--- src/rtl/usb_susp_pkg.sv ---
package usb_susp_pkg;

  typedef enum logic [1:0] {
    LS_SE0 = 2'b00,
    LS_J   = 2'b01,
    LS_K   = 2'b10,
    LS_SE1 = 2'b11
  } line_e;

  function automatic int unsigned idle_limit(input int unsigned tpm,
                                             input int unsigned ms);
    return tpm * ms;
  endfunction

  function automatic logic is_idle(input logic [1:0] ls);
    return ls == LS_J;
  endfunction

  function automatic logic host_wake_ok(input logic [1:0] ls,
                                        input logic sense_en,
                                        input logic vbus);
    return (ls == LS_K) && !(sense_en && !vbus);
  endfunction

endpackage

--- src/rtl/usb_susp_idle_timer.sv ---
module usb_susp_idle_timer #(
  parameter int unsigned LIMIT = 3000
) (
  input  logic clk,
  input  logic rst_n,
  input  logic tick,
  input  logic line_idle,
  output logic idle_long,
  output logic idle_evt
);
  localparam int unsigned CW = $clog2(LIMIT + 2);
  localparam logic [CW-1:0] LIM = CW'(LIMIT);

  logic [CW-1:0] cnt_q;

  assign idle_evt  = line_idle && tick && (cnt_q == LIM);
  assign idle_long = cnt_q > LIM;

  always_ff @(posedge clk or negedge rst_n) begin
    if (!rst_n) begin
      cnt_q <= '0;
    end else if (!line_idle) begin
      cnt_q <= '0;
    end else if (tick && (cnt_q <= LIM)) begin
      cnt_q <= cnt_q + 1'b1;
    end
  end
endmodule

--- src/rtl/usb_susp_state.sv ---
module usb_susp_state (
  input  logic clk,
  input  logic rst_n,
  input  logic go_susp,
  input  logic wake_host,
  input  logic wake_pin,
  input  logic unlock_cmd,
  output logic susp_q,
  output logic lock_q,
  output logic go_fall,
  output logic wake_evt
);
  logic go_q;
  logic enter_evt;

  assign go_fall   = go_q && !go_susp;
  assign wake_evt  = susp_q && (wake_host || wake_pin);
  assign enter_evt = go_fall && !susp_q;

  always_ff @(posedge clk or negedge rst_n) begin
    if (!rst_n) begin
      go_q <= 1'b0;
    end else begin
      go_q <= go_susp;
    end
  end

  always_ff @(posedge clk or negedge rst_n) begin
    if (!rst_n) begin
      susp_q <= 1'b0;
    end else if (wake_evt) begin
      susp_q <= 1'b0;
    end else if (enter_evt) begin
      susp_q <= 1'b1;
    end
  end

  always_ff @(posedge clk or negedge rst_n) begin
    if (!rst_n) begin
      lock_q <= 1'b0;
    end else if (enter_evt) begin
      lock_q <= 1'b1;
    end else if (!susp_q && unlock_cmd) begin
      lock_q <= 1'b0;
    end
  end
endmodule

--- src/rtl/usb_susp_flag.sv ---
module usb_susp_flag (
  input  logic clk,
  input  logic rst_n,
  input  logic set,
  input  logic clr,
  output logic q
);
  always_ff @(posedge clk or negedge rst_n) begin
    if (!rst_n) begin
      q <= 1'b0;
    end else if (set) begin
      q <= 1'b1;
    end else if (clr) begin
      q <= 1'b0;
    end
  end
endmodule

--- src/rtl/usb_susp_lazy_div.sv ---
module usb_susp_lazy_div #(
  parameter int unsigned HALF = 60
) (
  input  logic clk,
  input  logic rst_n,
  input  logic active,
  output logic lazy_clk
);
  localparam int unsigned DW = $clog2(HALF + 1);
  localparam logic [DW-1:0] LAST = DW'(HALF - 1);

  logic [DW-1:0] div_q;

  always_ff @(posedge clk or negedge rst_n) begin
    if (!rst_n) begin
      div_q    <= '0;
      lazy_clk <= 1'b0;
    end else if (!active) begin
      div_q    <= '0;
      lazy_clk <= 1'b0;
    end else if (div_q == LAST) begin
      div_q    <= '0;
      lazy_clk <= !lazy_clk;
    end else begin
      div_q <= div_q + 1'b1;
    end
  end
endmodule

--- src/rtl/usb_susp_ctrl.sv ---
module usb_susp_ctrl #(
  parameter int unsigned TICKS_PER_MS = 1000,
  parameter int unsigned IDLE_MS      = 3,
  parameter int unsigned LAZY_HALF    = 60
) (
  input  logic       clk,
  input  logic       rst_n,
  input  logic       tick,
  input  logic [1:0] line_state,
  input  logic       vbus_sense_en,
  input  logic       vbus_present,
  input  logic       go_susp,
  input  logic       wakeup_pin,
  input  logic       unlock_cmd,
  input  logic       lazy_en,
  input  logic       int_rd,
  input  logic       wr_req_reg,
  input  logic       wr_req_fifo,
  output logic       suspend_o,
  output logic       idle_long,
  output logic       susp_irq,
  output logic       resume_irq,
  output logic       reg_wr_en,
  output logic       fifo_wr_en,
  output logic       lazy_clk
);
  import usb_susp_pkg::*;

  localparam int unsigned IDLE_TICKS = idle_limit(TICKS_PER_MS, IDLE_MS);
  localparam int unsigned NFLAG = 2;

  logic idle_evt;
  logic wake_host;
  logic go_fall;
  logic wake_evt;
  logic lock_q;
  logic [NFLAG-1:0] flag_set;
  logic [NFLAG-1:0] flag_q;

  assign wake_host = host_wake_ok(line_state, vbus_sense_en, vbus_present);

  usb_susp_idle_timer #(.LIMIT(IDLE_TICKS)) u_idle (
    .clk       (clk),
    .rst_n     (rst_n),
    .tick      (tick),
    .line_idle (is_idle(line_state)),
    .idle_long (idle_long),
    .idle_evt  (idle_evt)
  );

  usb_susp_state u_state (
    .clk        (clk),
    .rst_n      (rst_n),
    .go_susp    (go_susp),
    .wake_host  (wake_host),
    .wake_pin   (wakeup_pin),
    .unlock_cmd (unlock_cmd),
    .susp_q     (suspend_o),
    .lock_q     (lock_q),
    .go_fall    (go_fall),
    .wake_evt   (wake_evt)
  );

  assign flag_set = {wake_evt, idle_evt};

  for (genvar g = 0; g < NFLAG; g++) begin : g_flag
    usb_susp_flag u_flag (
      .clk   (clk),
      .rst_n (rst_n),
      .set   (flag_set[g]),
      .clr   (int_rd),
      .q     (flag_q[g])
    );
  end

  assign susp_irq   = flag_q[0];
  assign resume_irq = flag_q[1];

  assign reg_wr_en  = wr_req_reg  && !lock_q;
  assign fifo_wr_en = wr_req_fifo && !lock_q;

  usb_susp_lazy_div #(.HALF(LAZY_HALF)) u_lazy (
    .clk      (clk),
    .rst_n    (rst_n),
    .active   (suspend_o && lazy_en),
    .lazy_clk (lazy_clk)
  );
endmodule

--- config.mk ---
export PLATFORM = sky130hd
export DESIGN_NAME = usb_susp_ctrl
export DESIGN_NICKNAME = d
export VERILOG_FILES = /design/src/rtl/usb_susp_pkg.sv /design/src/rtl/usb_susp_idle_timer.sv /design/src/rtl/usb_susp_state.sv /design/src/rtl/usb_susp_flag.sv /design/src/rtl/usb_susp_lazy_div.sv /design/src/rtl/usb_susp_ctrl.sv
export SDC_FILE = /design/constraint.sdc
export NUM_CORES = 1
export LEC_CHECK = 0
export BUFFER_PORTS_ARGS = -buffer_cell sky130_fd_sc_hd__buf_2
export CORE_MARGIN = 4
export CORE_UTILIZATION = 50
export CTS_BUF_LIST = sky130_fd_sc_hd__clkbuf_8
export DETAILED_ROUTE_END_ITERATION = 12
export PLACE_DENSITY = 0.71
export SYNTH_ARGS = -nofsm -noshare
export SYNTH_HDL_FRONTEND = slang
export SYNTH_SLANG_ARGS = --single-unit
--- constraint.sdc ---
create_clock -name clk -period 2.52 [get_ports clk]
set_clock_uncertainty 0.2 [all_clocks]
set_input_delay 0.252 -clock clk [delete_from_list [all_inputs] [get_ports clk]]
set_output_delay 0.252 -clock clk [all_outputs]
set_load 0.05 [all_outputs]
Word level (Yosys, flattened, before mapping)
Index checks and enable logic that the tools add are counted.

Add/sub/neg operators: 2. Magnitude comparators: 2. Equality and inequality tests: 6. Muxes and demuxes: 13. Reductions and logical operators: 23.

Operators with widths (number): $mux 12 (2); $add 12x1->12 const B (1); $eq 12x12->1 const B (1); $gt 12x12->1 const B (1); $le 12x12->1 const B (1); $logic_and 1x1->1 (12); $mux 6 (2); $mux 1 (9); $reduce_bool 2->1 (4); $add 6x1->6 const B (1); $eq 6x6->1 const B (1); $logic_not 1->1 (6); $ne 2x2->1 const B (2); $eq 2x1->1 const B (1); $eq 2x2->1 const B (1); $logic_or 1x1->1 (1).

Register bits: 24. Input bits: 14. Output and inout bits: 7. Word-level logic and storage cells: 54.

Logic depth before layout (Yosys ltp)
Gate-level depths: netlist of run 1.

Word-level depth: 7. Gate-level depth with buffers: 6.

Modules after synthesis
A second synthesis of run 1 with hierarchy kept.

Cell total of the unflattened synthesis: 133. Area, all modules: 1405.1 um2.

Modules (own cells, without submodules): usb_susp_idle_timer (times used 1, cells each 83, area each 837.1 um2); usb_susp_lazy_div (times used 1, cells each 28, area each 310.3 um2); usb_susp_state (times used 1, cells each 10, area each 133.9 um2); usb_susp_flag (times used 2, cells each 3, area each 36.3 um2); usb_susp_ctrl (times used 1, cells each 6, area each 51.3 um2).

Least setup slack after synthesis of run 1
No wires, ideal clock.

Kind: register -> output. From: reg u_idle.cnt_q[6]. To: out idle_long. Arrival: 1378 ps. Data required time: 2068 ps. Path slack: 690 ps. Cell stages (with the launch flop): 4. Cell sequence: dfrtp_1 > and4b_4 > a31o_4 > and2_1.

Longest elaborated chain between the ends: 1.

RTL lines: start, declared (RTL line usb_susp_idle_timer.sv:14) `logic [CW-1:0] cnt_q;`; start signal, assigned (RTL line usb_susp_idle_timer.sv:25) `cnt_q <= cnt_q + 1'b1;`; $gt 12x12->1 (RTL line usb_susp_idle_timer.sv:17) `assign idle_long = cnt_q > LIM;`; end, declared (RTL line usb_susp_ctrl.sv:20) `output logic idle_long,`.

No other way between the ends.

Final worst setup path of run 1
Ends and elaborated chain as after synthesis.

==> results of run 1 <==
## cells by family after synthesis
kind of cell	synth area share
XOR/XNOR	0.0405
buffers and inverters	0.0299
AND/OR/NAND/NOR	0.248
multiplexers	0.0618
adder cells (fa/ha/maj)	0.0290
flip-flops	0.463
AO/OA/AOI/OAI	0.127
## where the power goes
| part | total, uW | switching [uW] | leakage [uW] | internal (uW) |
|---|---|---|---|---|
| Sequential | 403 | 8.77 | 0.000328 | 394 |
| Combinational | 88.5 | 59.7 | 0.000336 | 28.8 |
| Clock | 262 | 122 | 0.0000288 | 140 |
| Total | 754 | 191 | 0.000692 | 563 |
## synthesized netlist by cell type
| cell | instances |
|---|---|
| nand2b_1 | 3 |
| a41o_1 | 1 |
| a21bo_2 | 1 |
| nand3b_1 | 1 |
| nand3_1 | 5 |
| a311oi_1 | 1 |
| mux2i_1 | 8 |
| nand4_1 | 6 |
| a211oi_1 | 1 |
| xnor2_1 | 4 |
| dfrtp_1 | 24 |
| a21oi_1 | 5 |
| a2111oi_4 | 1 |
| a311o_1 | 1 |
| clkbuf_1 | 1 |
| nor2_1 | 11 |
| xor2_1 | 2 |
| o21ai_0 | 1 |
| ha_1 | 3 |
| and3_1 | 3 |
| nor3_1 | 3 |
| and4b_4 | 1 |
| a31o_4 | 1 |
| nor2b_1 | 2 |
| a21o_1 | 1 |
| a31oi_1 | 1 |
| o21a_1 | 1 |
| o22ai_1 | 2 |
| nand2_1 | 20 |
| or3_1 | 1 |
| or2_0 | 1 |
| nor4_1 | 1 |
| inv_1 | 8 |
| and2_1 | 1 |
| o211a_1 | 1 |
| buf_2 | 1 |
| or2_2 | 5 |
## cell usage in the layout (no fill, tap or decap), drive strengths merged, types with 4 or more instances in the layout
cell type / n
buf: 20
nor2: 11
dfrtp: 24
or2: 6
xnor2: 4
inv: 8
clkbuf: 4
mux2i: 8
nand2: 20
nand3: 5
a21oi: 5
nand4: 6
## registers in the layout, indices dropped and copies added, names as in the netlist
register	count
u_idle.cnt_q	12
u_lazy.div_q	6
g_flag.u_flag.q	2
u_lazy.lazy_clk	1
u_state.go_q	1
u_state.lock_q	1
u_state.susp_q	1
## layout make-up
cell class / count / area [um2]
fill: 216 / 967
timing repair buffer: 23 / 130
sequential: 24 / 601
multi-input combinational: 100 / 657
inverter: 8 / 30.0
clock buffer: 4 / 55.1
tap: 30 / 37.5
## through the flow
step	instances	total power [uW]	setup slack, ns	utilization
finish	189	754	0.391	0.610
global route	189	787	0.291	0.610
CTS	189	766	0.383	0.610
detailed placement	182	497	0.665	0.575
global placement	182	495	0.714	0.575
floorplan	134	463	0.690	-
## layer usage
layer,global-route usage,part of all wire,vias to the layer above
li1,-,-,519
met1,0.200,0.42,485
met2,0.290,0.52,16
met3,0.0263,0.035,5
met4,0.0777,0.021,0
met5,0,0,-
## worst reg2reg max path: stages (launching register included)
cell and delay, ns:
dfrtp_1 0.42, inv_1 0.09, ha_1 0.15, nand2b_1 0.11, a31o_4 0.26, a2111oi_4 0.35, mux2i_1 0.21
## worst min path at each step
stage	from	end	slack, ns	depth (start not counted)
2_1_floorplan	rst_n	g_flag[0].u_flag.q$_DFFE_PN0P_	-0.24	0
3_3_place_gp	rst_n	u_state.lock_q$_DFFE_PN0P_	0.06	1
3_5_place_dp	rst_n	u_state.lock_q$_DFFE_PN0P_	0.06	1
4_1_cts	lazy_en	u_lazy.div_q[1]$_DFF_PN0_	0.04	2
5_1_grt	lazy_en	u_lazy.div_q[1]$_DFF_PN0_	0.05	2
6_report	lazy_en	u_lazy.div_q[1]$_DFF_PN0_	0.04	2
==> flow_summary.json, run 1 <==
{
  "num_vias": 1025,
  "drcViolationCount": 0,
  "place_hpwl_um": 1850,
  "worst_path_max_delay_cell": "dfrtp_1",
  "fin_crit_sh": 0.845,
  "cp_num_cells": 4,
  "rsz0062_at_grt": "no",
  "r2r-start": "u_idle.cnt_q[0]$_DFFE_PN0P_",
  "critPathCaptureType": "output pin",
  "clk_latency_ns": 0.27,
  "routed_wirelength_um": 2470,
  "io_buffers": 20,
  "die_w_um": 58.9,
  "drt-pass1-iter-count": 4,
  "slew_headroom": 0.561,
  "clockRootBuffer": "clkbuf_8",
  "drv_slew": 0,
  "ys_types": 37,
  "area.growth.synth_to_final_pct": 16.5,
  "min_path_type": "primary input to flip-flop",
  "rows": 18,
  "cap_violations": 0,
  "initial_core_util": 0.523,
  "powerDensity_nw_per_um2": 499,
  "place_congestion": 0.838,
  "viasPerCell": 5.42,
  "yosys-top-cells-area": "dfrtp_1 (46%), mux2i_1 (6.2%), nand2_1 (5.8%)",
  "htreeDepth": 1,
  "status": "completed",
  "coreArea_um2": 2480,
  "leakage_uw": 0.000692,
  "ys_ff_latch": 24,
  "overflow": 0,
  "syn_nets": 151,
  "fp.dieH_um": 58.9,
  "crit_family": "simple AND/OR/NAND/NOR gates",
  "cp_max_fo": 8,
  "arrival_ns": 1.68,
  "wire_per_inst_um": 13.1,
  "crit_path_start_kind": "flip-flop",
  "fin_crit_ns": 2.13,
  "synth_seq_area_share": 0.463,
  "r2r_cells": 6,
  "cts_buffer_depth": 2,
  "grt_max_degree": 25,
  "yosys_warnings": 0,
  "cts_tree": "built",
  "grt_pass1_vias": 1062,
  "critPathRequiredTime_ns": 2.07,
  "path_buf_inv": 1,
  "yosysTopAreaCell": "dfrtp_1",
  "synthCells": 134,
  "rrSetupSlack_ns": 0.66,
  "placed_cell_area_um2": 1430,
  "reg2reg_to": "u_idle.cnt_q[8]$_DFFE_PN0P_",
  "cp-startpoint": "u_idle.cnt_q[6]$_DFFE_PN0P_",
  "n_antenna_cell": 0,
  "vdd_drop_max_mv": 0.349,
  "antenna_found_initial": 0,
  "nets": 177,
  "layout-drive-gt1-share": 0.208,
  "cts.sinks": 24,
  "worstMarginPinSlew_ns": 0.656,
  "cts_hold_buf": 3,
  "dieArea_um2": 3470,
  "finish.instance_area_um2": 1510,
  "cts-resized-gates": 0,
  "syn_area_um2": 1300,
  "post_cts_buffers": 0,
  "synth_top_area_share": 0.463,
  "ant_nets": 0,
  "finalHoldViolCount": 0,
  "grt_pass1_wl_um": 4430,
  "grt_usage": 0.167,
  "drtIter0Drc": 38,
  "synth_area_per_cell_um2": 9.67,
  "max_freq_ghz": 0.470,
  "crit_end": "idle_long",
  "path_cells": "and4b_4, a31o_4, and2_1, buf_2",
  "worstSetupPathType": "flip-flop to output pin",
  "path_clk_slew_ns": 0.08,
  "cts_buffers": 3,
  "ios": 21,
  "cpPeakStageDelay_ns": 0.45,
  "setup_violations": 0,
  "tns_ns": 0,
  "holdWs_ns": 0.0446
}
No activity file was read; power rests on OpenSTA's default activity.
==> run 2, diff against run 1 <==
--- a/config.mk
+++ b/config.mk
@@ -5,12 +5,13 @@
 export SDC_FILE = /design/constraint.sdc
 export NUM_CORES = 1
 export LEC_CHECK = 0
+export ABC_AREA = 1
 export BUFFER_PORTS_ARGS = -buffer_cell sky130_fd_sc_hd__buf_2
 export CORE_MARGIN = 4
 export CORE_UTILIZATION = 50
 export CTS_BUF_LIST = sky130_fd_sc_hd__clkbuf_8
 export DETAILED_ROUTE_END_ITERATION = 12
-export PLACE_DENSITY = 0.71
+export PLACE_DENSITY = 0.73
 export SYNTH_ARGS = -nofsm -noshare
 export SYNTH_HDL_FRONTEND = slang
 export SYNTH_SLANG_ARGS = --single-unit
==> constraint.sdc (replaced) <==
create_clock -name clk -period 1.9 [get_ports clk]
set_clock_uncertainty 0.2 [all_clocks]
set_input_delay 0.19 -clock clk [delete_from_list [all_inputs] [get_ports clk]]
set_output_delay 0.19 -clock clk [all_outputs]
set_load 0.05 [all_outputs]
==> flow_summary.json, run 2 <==
{
  "cp_common_cell": "inv_2",
  "fillers": 215,
  "ys_types": 27,
  "cts.sinks": 24,
  "fp.dieH_um": 60.0,
  "path_buf_inv": 4,
  "viasPerCell": 5.28,
  "drt-pass1-iter-count": 4,
  "antenna_found_initial": 0,
  "synth_area_per_cell_um2": 7.36,
  "fin_crit_ns": 1.85,
  "yosys-top-cells-area": "dfrtp_1 (44%), nand2_1 (13%), nand3_1 (9.2%)",
  "ys_top_cells_by_count": "nand2_1 (48), inv_1 (27), nand3_1 (25)",
  "finalPower_uw": 1130,
  "post-synth-top-count-cell": "nand2_1",
  "worst_path_max_delay_cell": "dfrtp_1",
  "arrival_ns": 1.46,
  "place_congestion": 0.840,
  "num_vias": 1315,
  "synth_seq_area_share": 0.444,
  "yosysTopAreaCell": "dfrtp_1",
  "grt_pass1_vias": 1276,
  "drv_slew": 0,
  "layout_commonest_cell": "nand2_1",
  "crit_path_start_kind": "flip-flop",
  "coreArea_um2": 2520,
  "vdd_drop_max_mv": 0.619,
  "grt_usage": 0.195,
  "ys_ff_latch": 24,
  "grt_pass1_wl_um": 5280,
  "rows": 18,
  "place_hpwl_um": 2190,
  "tns_ns": 0,
  "leakage_uw": 0.000895,
  "initial_core_util": 0.537,
  "cpPeakStageDelay_ns": 0.40,
  "area.growth.synth_to_final_pct": 24.9,
  "synthCells": 184,
  "htreeDepth": 1,
  "syn_nets": 201,
  "wire_per_inst_um": 12.4,
  "routed_wirelength_um": 3100,
  "crit_family": "flip-flops",
  "async_flop_share": 1.00,
  "path_clk_slew_ns": 0.08,
  "min_path_type": "primary input to flip-flop",
  "critPathRequiredTime_ns": 1.51,
  "finish.instance_area_um2": 1690,
  "overflow": 0,
  "slew_headroom": 0.632,
  "path_cells": "inv_2, ha_4, inv_2, nor2_1, nand4_1, nand2_2, inv_2, buf_8",
  "setup_violations": 0,
  "syn_area_um2": 1350,
  "multi_input_area_um2": 622,
  "synthFlopType": "dfrtp_1",
  "grt_max_degree": 25,
  "dieArea_um2": 3600,
  "io_buffers": 20,
  "yosys_warnings": 0,
  "nets": 237,
  "n_antenna_cell": 0,
  "rsz0062_at_grt": "yes",
  "synth_edf_count": 0,
  "powerDensity_nw_per_um2": 667,
  "cts_buffer_depth": 2,
  "holdWs_ns": 0.0416,
  "placed_cell_area_um2": 1490,
  "top_regs": "u_idle.cnt_q: 12 flops, u_lazy.div_q: 6 flops, g_flag.u_flag.q: 2 flops",
  "ios": 21,
  "drtIter0Drc": 42,
  "synth_top_area_share": 0.444,
  "worstSetupPathType": "flip-flop to output pin",
  "cp_max_fo": 3,
  "finalHoldViolCount": 0,
  "clockRootBuffer": "clkbuf_8",
  "drcViolationCount": 0,
  "layout-drive-gt1-share": 0.201,
  "final_cell_mix": "nand2_1 (48), nand3_1 (25), inv_1 (24)",
  "die_w_um": 60.0,
  "seq_area_um2": 602,
  "status": "completed",
  "cts_buffers": 3,
  "cap_violations": 0,
  "clk_latency_ns": 0.27,
  "cts_tree": "built",
  "top_register": "u_idle.cnt_q",
  "worstMarginPinSlew_ns": 0.552,
  "ant_nets": 0,
  "critPathCaptureType": "output pin",
  "max_freq_ghz": 0.542,
  "largest_register_ffs": 12,
  "fin_crit_sh": 0.971
}
## run 2: where the power goes
part,switching [uW],internal (uW),leakage (uW)
registers,10.2,525,0.000326
logic,98.8,44.3,0.000533
clock network,167,282,0.0000357
total,276,851,0.000895
## run 2: worst register-to-register path, stage by stage, from the launching register on
cell	delay, ns
dfrtp_1	0.38
buf_4	0.14
ha_1	0.19
nand3_1	0.16
nor3_2	0.29
nand2_1	0.09
nand2_1	0.07
nand2_1	0.06
nand3_1	0.06
nand2_1	0.05
## run 2: cell families after synthesis
kind of cell,Yosys count,synth area share
compound gates,10,0.0416
fa+ha+maj,3,0.0277
buf+inv,35,0.106
flops,24,0.444
xor+xnor,4,0.0259
simple gates,108,0.355
## run 2: layout make-up
| type | instances | area share |
|---|---|---|
| Multi-Input combinational cell | 125 | 0.368 |
| Sequential cell | 24 | 0.356 |
| Timing Repair Buffer | 36 | 0.145 |
| Inverter | 30 | 0.0666 |
| Clock buffer | 3 | 0.0244 |
| Tap cell | 30 | 0.0222 |
| Clock inverter | 1 | 0.0178 |
## run 2: worst paths after layout
kind / startpoint / depth (start not counted) / to / slack [ns]
min reg2reg: u_lazy.div_q[0]$_DFF_PN0_ / 1 / u_lazy.div_q[0]$_DFF_PN0_ / 0.26
max in group asynchronous: rst_n / 2 / u_idle.cnt_q[6]$_DFFE_PN0P_ / 0.87
min: line_state[1] / 4 / g_flag[0].u_flag.q$_DFFE_PN0P_ / 0.04
min in group asynchronous: rst_n / 2 / u_lazy.div_q[2]$_DFF_PN0_ / 0.23
max reg2reg: u_idle.cnt_q[0]$_DFFE_PN0P_ / 9 / u_idle.cnt_q[10]$_DFFE_PN0P_ / 0.10
max: u_idle.cnt_q[1]$_DFFE_PN0P_ / 8 / idle_long / 0.05
## run 2: timing repair
item / 4_1_cts / 5_1_grt
setup buffers: 3 / 3
pin swaps: 2 / 4
endpoints found under the setup margin: 1 / 12
resized for setup: 1 / 8
hold endpoints to repair: 30 / 0
hold buffers: 6 / 0
cloned: 0 / 0
## run 2: per-layer routing
metal / share of wire / routed length [um] / vias up / track usage
met5: 0 / 0 / - / 0
met4: 0.015 / 47 / 0 / 0.0886
met3: 0.047 / 146 / 5 / 0.0346
met2: 0.53 / 1640 / 39 / 0.347
met1: 0.41 / 1270 / 616 / 0.223
li1: - / - / 655 / -
## run 2: per-stage QoR
stage / util / worst slack, ns / instances
global route: 0.670 / -0.120 / 249
floorplan: - / 0.248 / 184
finish: 0.670 / 0.0543 / 249
global placement: 0.591 / 0.131 / 233
CTS: 0.653 / 0.0100 / 246
detailed placement: 0.591 / 0.0362 / 233
==> run 3, diff against run 2 <==
--- a/config.mk
+++ b/config.mk
@@ -5,13 +5,12 @@
 export SDC_FILE = /design/constraint.sdc
 export NUM_CORES = 1
 export LEC_CHECK = 0
-export ABC_AREA = 1
 export BUFFER_PORTS_ARGS = -buffer_cell sky130_fd_sc_hd__buf_2
 export CORE_MARGIN = 4
 export CORE_UTILIZATION = 50
 export CTS_BUF_LIST = sky130_fd_sc_hd__clkbuf_8
 export DETAILED_ROUTE_END_ITERATION = 12
-export PLACE_DENSITY = 0.73
+export PLACE_DENSITY = 0.74
 export SYNTH_ARGS = -nofsm -noshare
 export SYNTH_HDL_FRONTEND = slang
 export SYNTH_SLANG_ARGS = --single-unit
==> flow_summary.json, run 3 (synthesized netlist as in run 1, its figures left out) <==
{
  "rows": 18,
  "crit_end": "idle_long",
  "fin_util": 0.688,
  "clkPwrFrac": 0.339,
  "initial_core_util": 0.523,
  "p_int_uw": 760,
  "r2r-start": "u_idle.cnt_q[7]$_DFFE_PN0P_",
  "ant_nets": 0,
  "cp-startpoint": "u_idle.cnt_q[7]$_DFFE_PN0P_",
  "grt_pass1_wl_um": 4860,
  "critPathRequiredTime_ns": 1.51,
  "cap_violations": 0,
  "cts_buffers": 3,
  "drt-pass1-iter-count": 4,
  "cts.sinks": 24,
  "finalPower_uw": 1020,
  "dieArea_um2": 3470,
  "path_clk_slew_ns": 0.08,
  "violations": "setup timing",
  "slew_headroom": 0.640,
  "vdd_drop_max_mv": 0.564,
  "place_hpwl_um": 1990,
  "routed_wirelength_um": 2920,
  "grt_pass1_vias": 1119,
  "viasPerCell": 5.53,
  "worst_path_max_delay_cell": "dfrtp_2",
  "post-place-ws_ns": 0.0353,
  "r2r_cells": 5,
  "rrSetupSlack_ns": 0.03,
  "pwr-share-seq": 0.525,
  "antenna_found_initial": 0,
  "min_path_type": "primary input to flip-flop",
  "worst_slack_ns": -0.0178,
  "crit_path_start_kind": "flip-flop",
  "wire_per_inst_um": 14.3,
  "num_vias": 1128,
  "nets": 192,
  "rsz0062_at_grt": "yes",
  "leakage_uw": 0.000773,
  "critPathCaptureType": "output pin",
  "swShare": 0.252,
  "fin_crit_ns": 1.92,
  "clockRootBuffer": "clkbuf_8",
  "reg2reg_to": "u_idle.cnt_q[5]$_DFFE_PN0P_",
  "worstSetupPathType": "flip-flop to output pin",
  "dp_cells": 185,
  "drtIter0Drc": 70,
  "arrival_ns": 1.53,
  "grt_max_degree": 25,
  "layout_commonest_cell": "dfrtp_1",
  "layout-drive-gt1-share": 0.356,
  "top_regs": "u_idle.cnt_q: 12 flops, u_lazy.div_q: 6 flops, g_flag.u_flag.q: 2 flops",
  "placed_cell_area_um2": 1450,
  "status": "finished, violations left",
  "n_antenna_cell": 0,
  "ios": 21,
  "place_congestion": 0.812,
  "crit_family": "compound AO/OA/AOI/OAI gates",
  "grt_usage": 0.183,
  "cp_max_fo": 5,
  "drv_slew": 0,
  "area.growth.synth_to_final_pct": 31.5,
  "path_buf_inv": 1,
  "coreArea_um2": 2480,
  "htreeDepth": 1,
  "cts_tree": "built",
  "instances_no_fill": 204,
  "netSwitchingPower_uw": 256,
  "combPwrFrac": 0.136,
  "top_register": "u_idle.cnt_q",
  "overflow": 0,
  "clk_latency_ns": 0.27,
  "die_w_um": 58.9,
  "cts_buffer_depth": 2,
  "powerDensity_nw_per_um2": 597,
  "cpPeakStageDelay_ns": 0.45,
  "finalHoldViolCount": 0,
  "path_cells": "a41o_1, a31o_4, and2_4, buf_8",
  "fin_crit_sh": 1.01,
  "drcViolationCount": 0,
  "io_buffers": 20,
  "fp.dieH_um": 58.9,
  "max_freq_ghz": 0.521,
  "setup_violations": 1,
  "finish.instance_area_um2": 1700,
  "largest_register_ffs": 12,
  "worstMarginPinSlew_ns": 0.540,
  "final_cell_mix": "dfrtp_1 (21), nand2_1 (20), buf_2 (19)",
  "cp_num_cells": 4
}
==> run 3: final cells by class <==
cell class	count	area [um2]
fill	178	773
sequential	24	604
clock buffer	4	55.1
timing repair buffer	38	262
inverter	8	30.0
tap	30	37.5
multi-input combinational	100	716
==> run 3: per-layer routing <==
layer,wire [um],up-vias,GRT usage
met1,1230,540,0.219
met2,1500,35,0.319
met4,58,0,0.0777
met5,0,-,0
met3,132,7,0.0329
li1,-,546,-
==> run 3: through the flow <==
stage               hold slack [ns]  TNS, ns
floorplan                    -0.306        0
global placement        -0.00000161        0
detailed placement         0.000511        0
CTS                         0.00107  -0.0422
global route                0.00484   -0.208
finish                       0.0109  -0.0178
==> run 3: how the worst min path moves through the flow <==
stage,start,end,cells past startpoint
floorplan,rst_n,g_flag[0].u_flag.q$_DFFE_PN0P_,0
global placement,rst_n,u_state.lock_q$_DFFE_PN0P_,1
detailed placement,rst_n,g_flag[1].u_flag.q$_DFFE_PN0P_,1
CTS,unlock_cmd,u_state.lock_q$_DFFE_PN0P_,4
global route,unlock_cmd,u_state.lock_q$_DFFE_PN0P_,4
finish,unlock_cmd,u_state.lock_q$_DFFE_PN0P_,4
==> run 3: tightest hold or removal path, cell delays in order <==
cell and delay (ns):
buf_2 0.09, inv_1 0.04, o21ai_0 0.07, nand2_1 0.06
==> run 3: repair_timing <==
action / in CTS / in global routing
resized for setup: 5 / 17
pin swaps: 2 / 5
endpoints found under the setup margin: 1 / 9
hold buffers: 5 / 0
setup buffers: 7 / 3
hold endpoints to repair: 31 / 0
==> run 3: power by group through the flow <==
stage               logic (uW)  clock network (uW)  registers [uW]
detailed placement         116                   0             545
global placement           114                   0             544
CTS                        130                 355             534
floorplan                 53.4                   0             561
finish                     139                 344             534
global route               151                 377             536
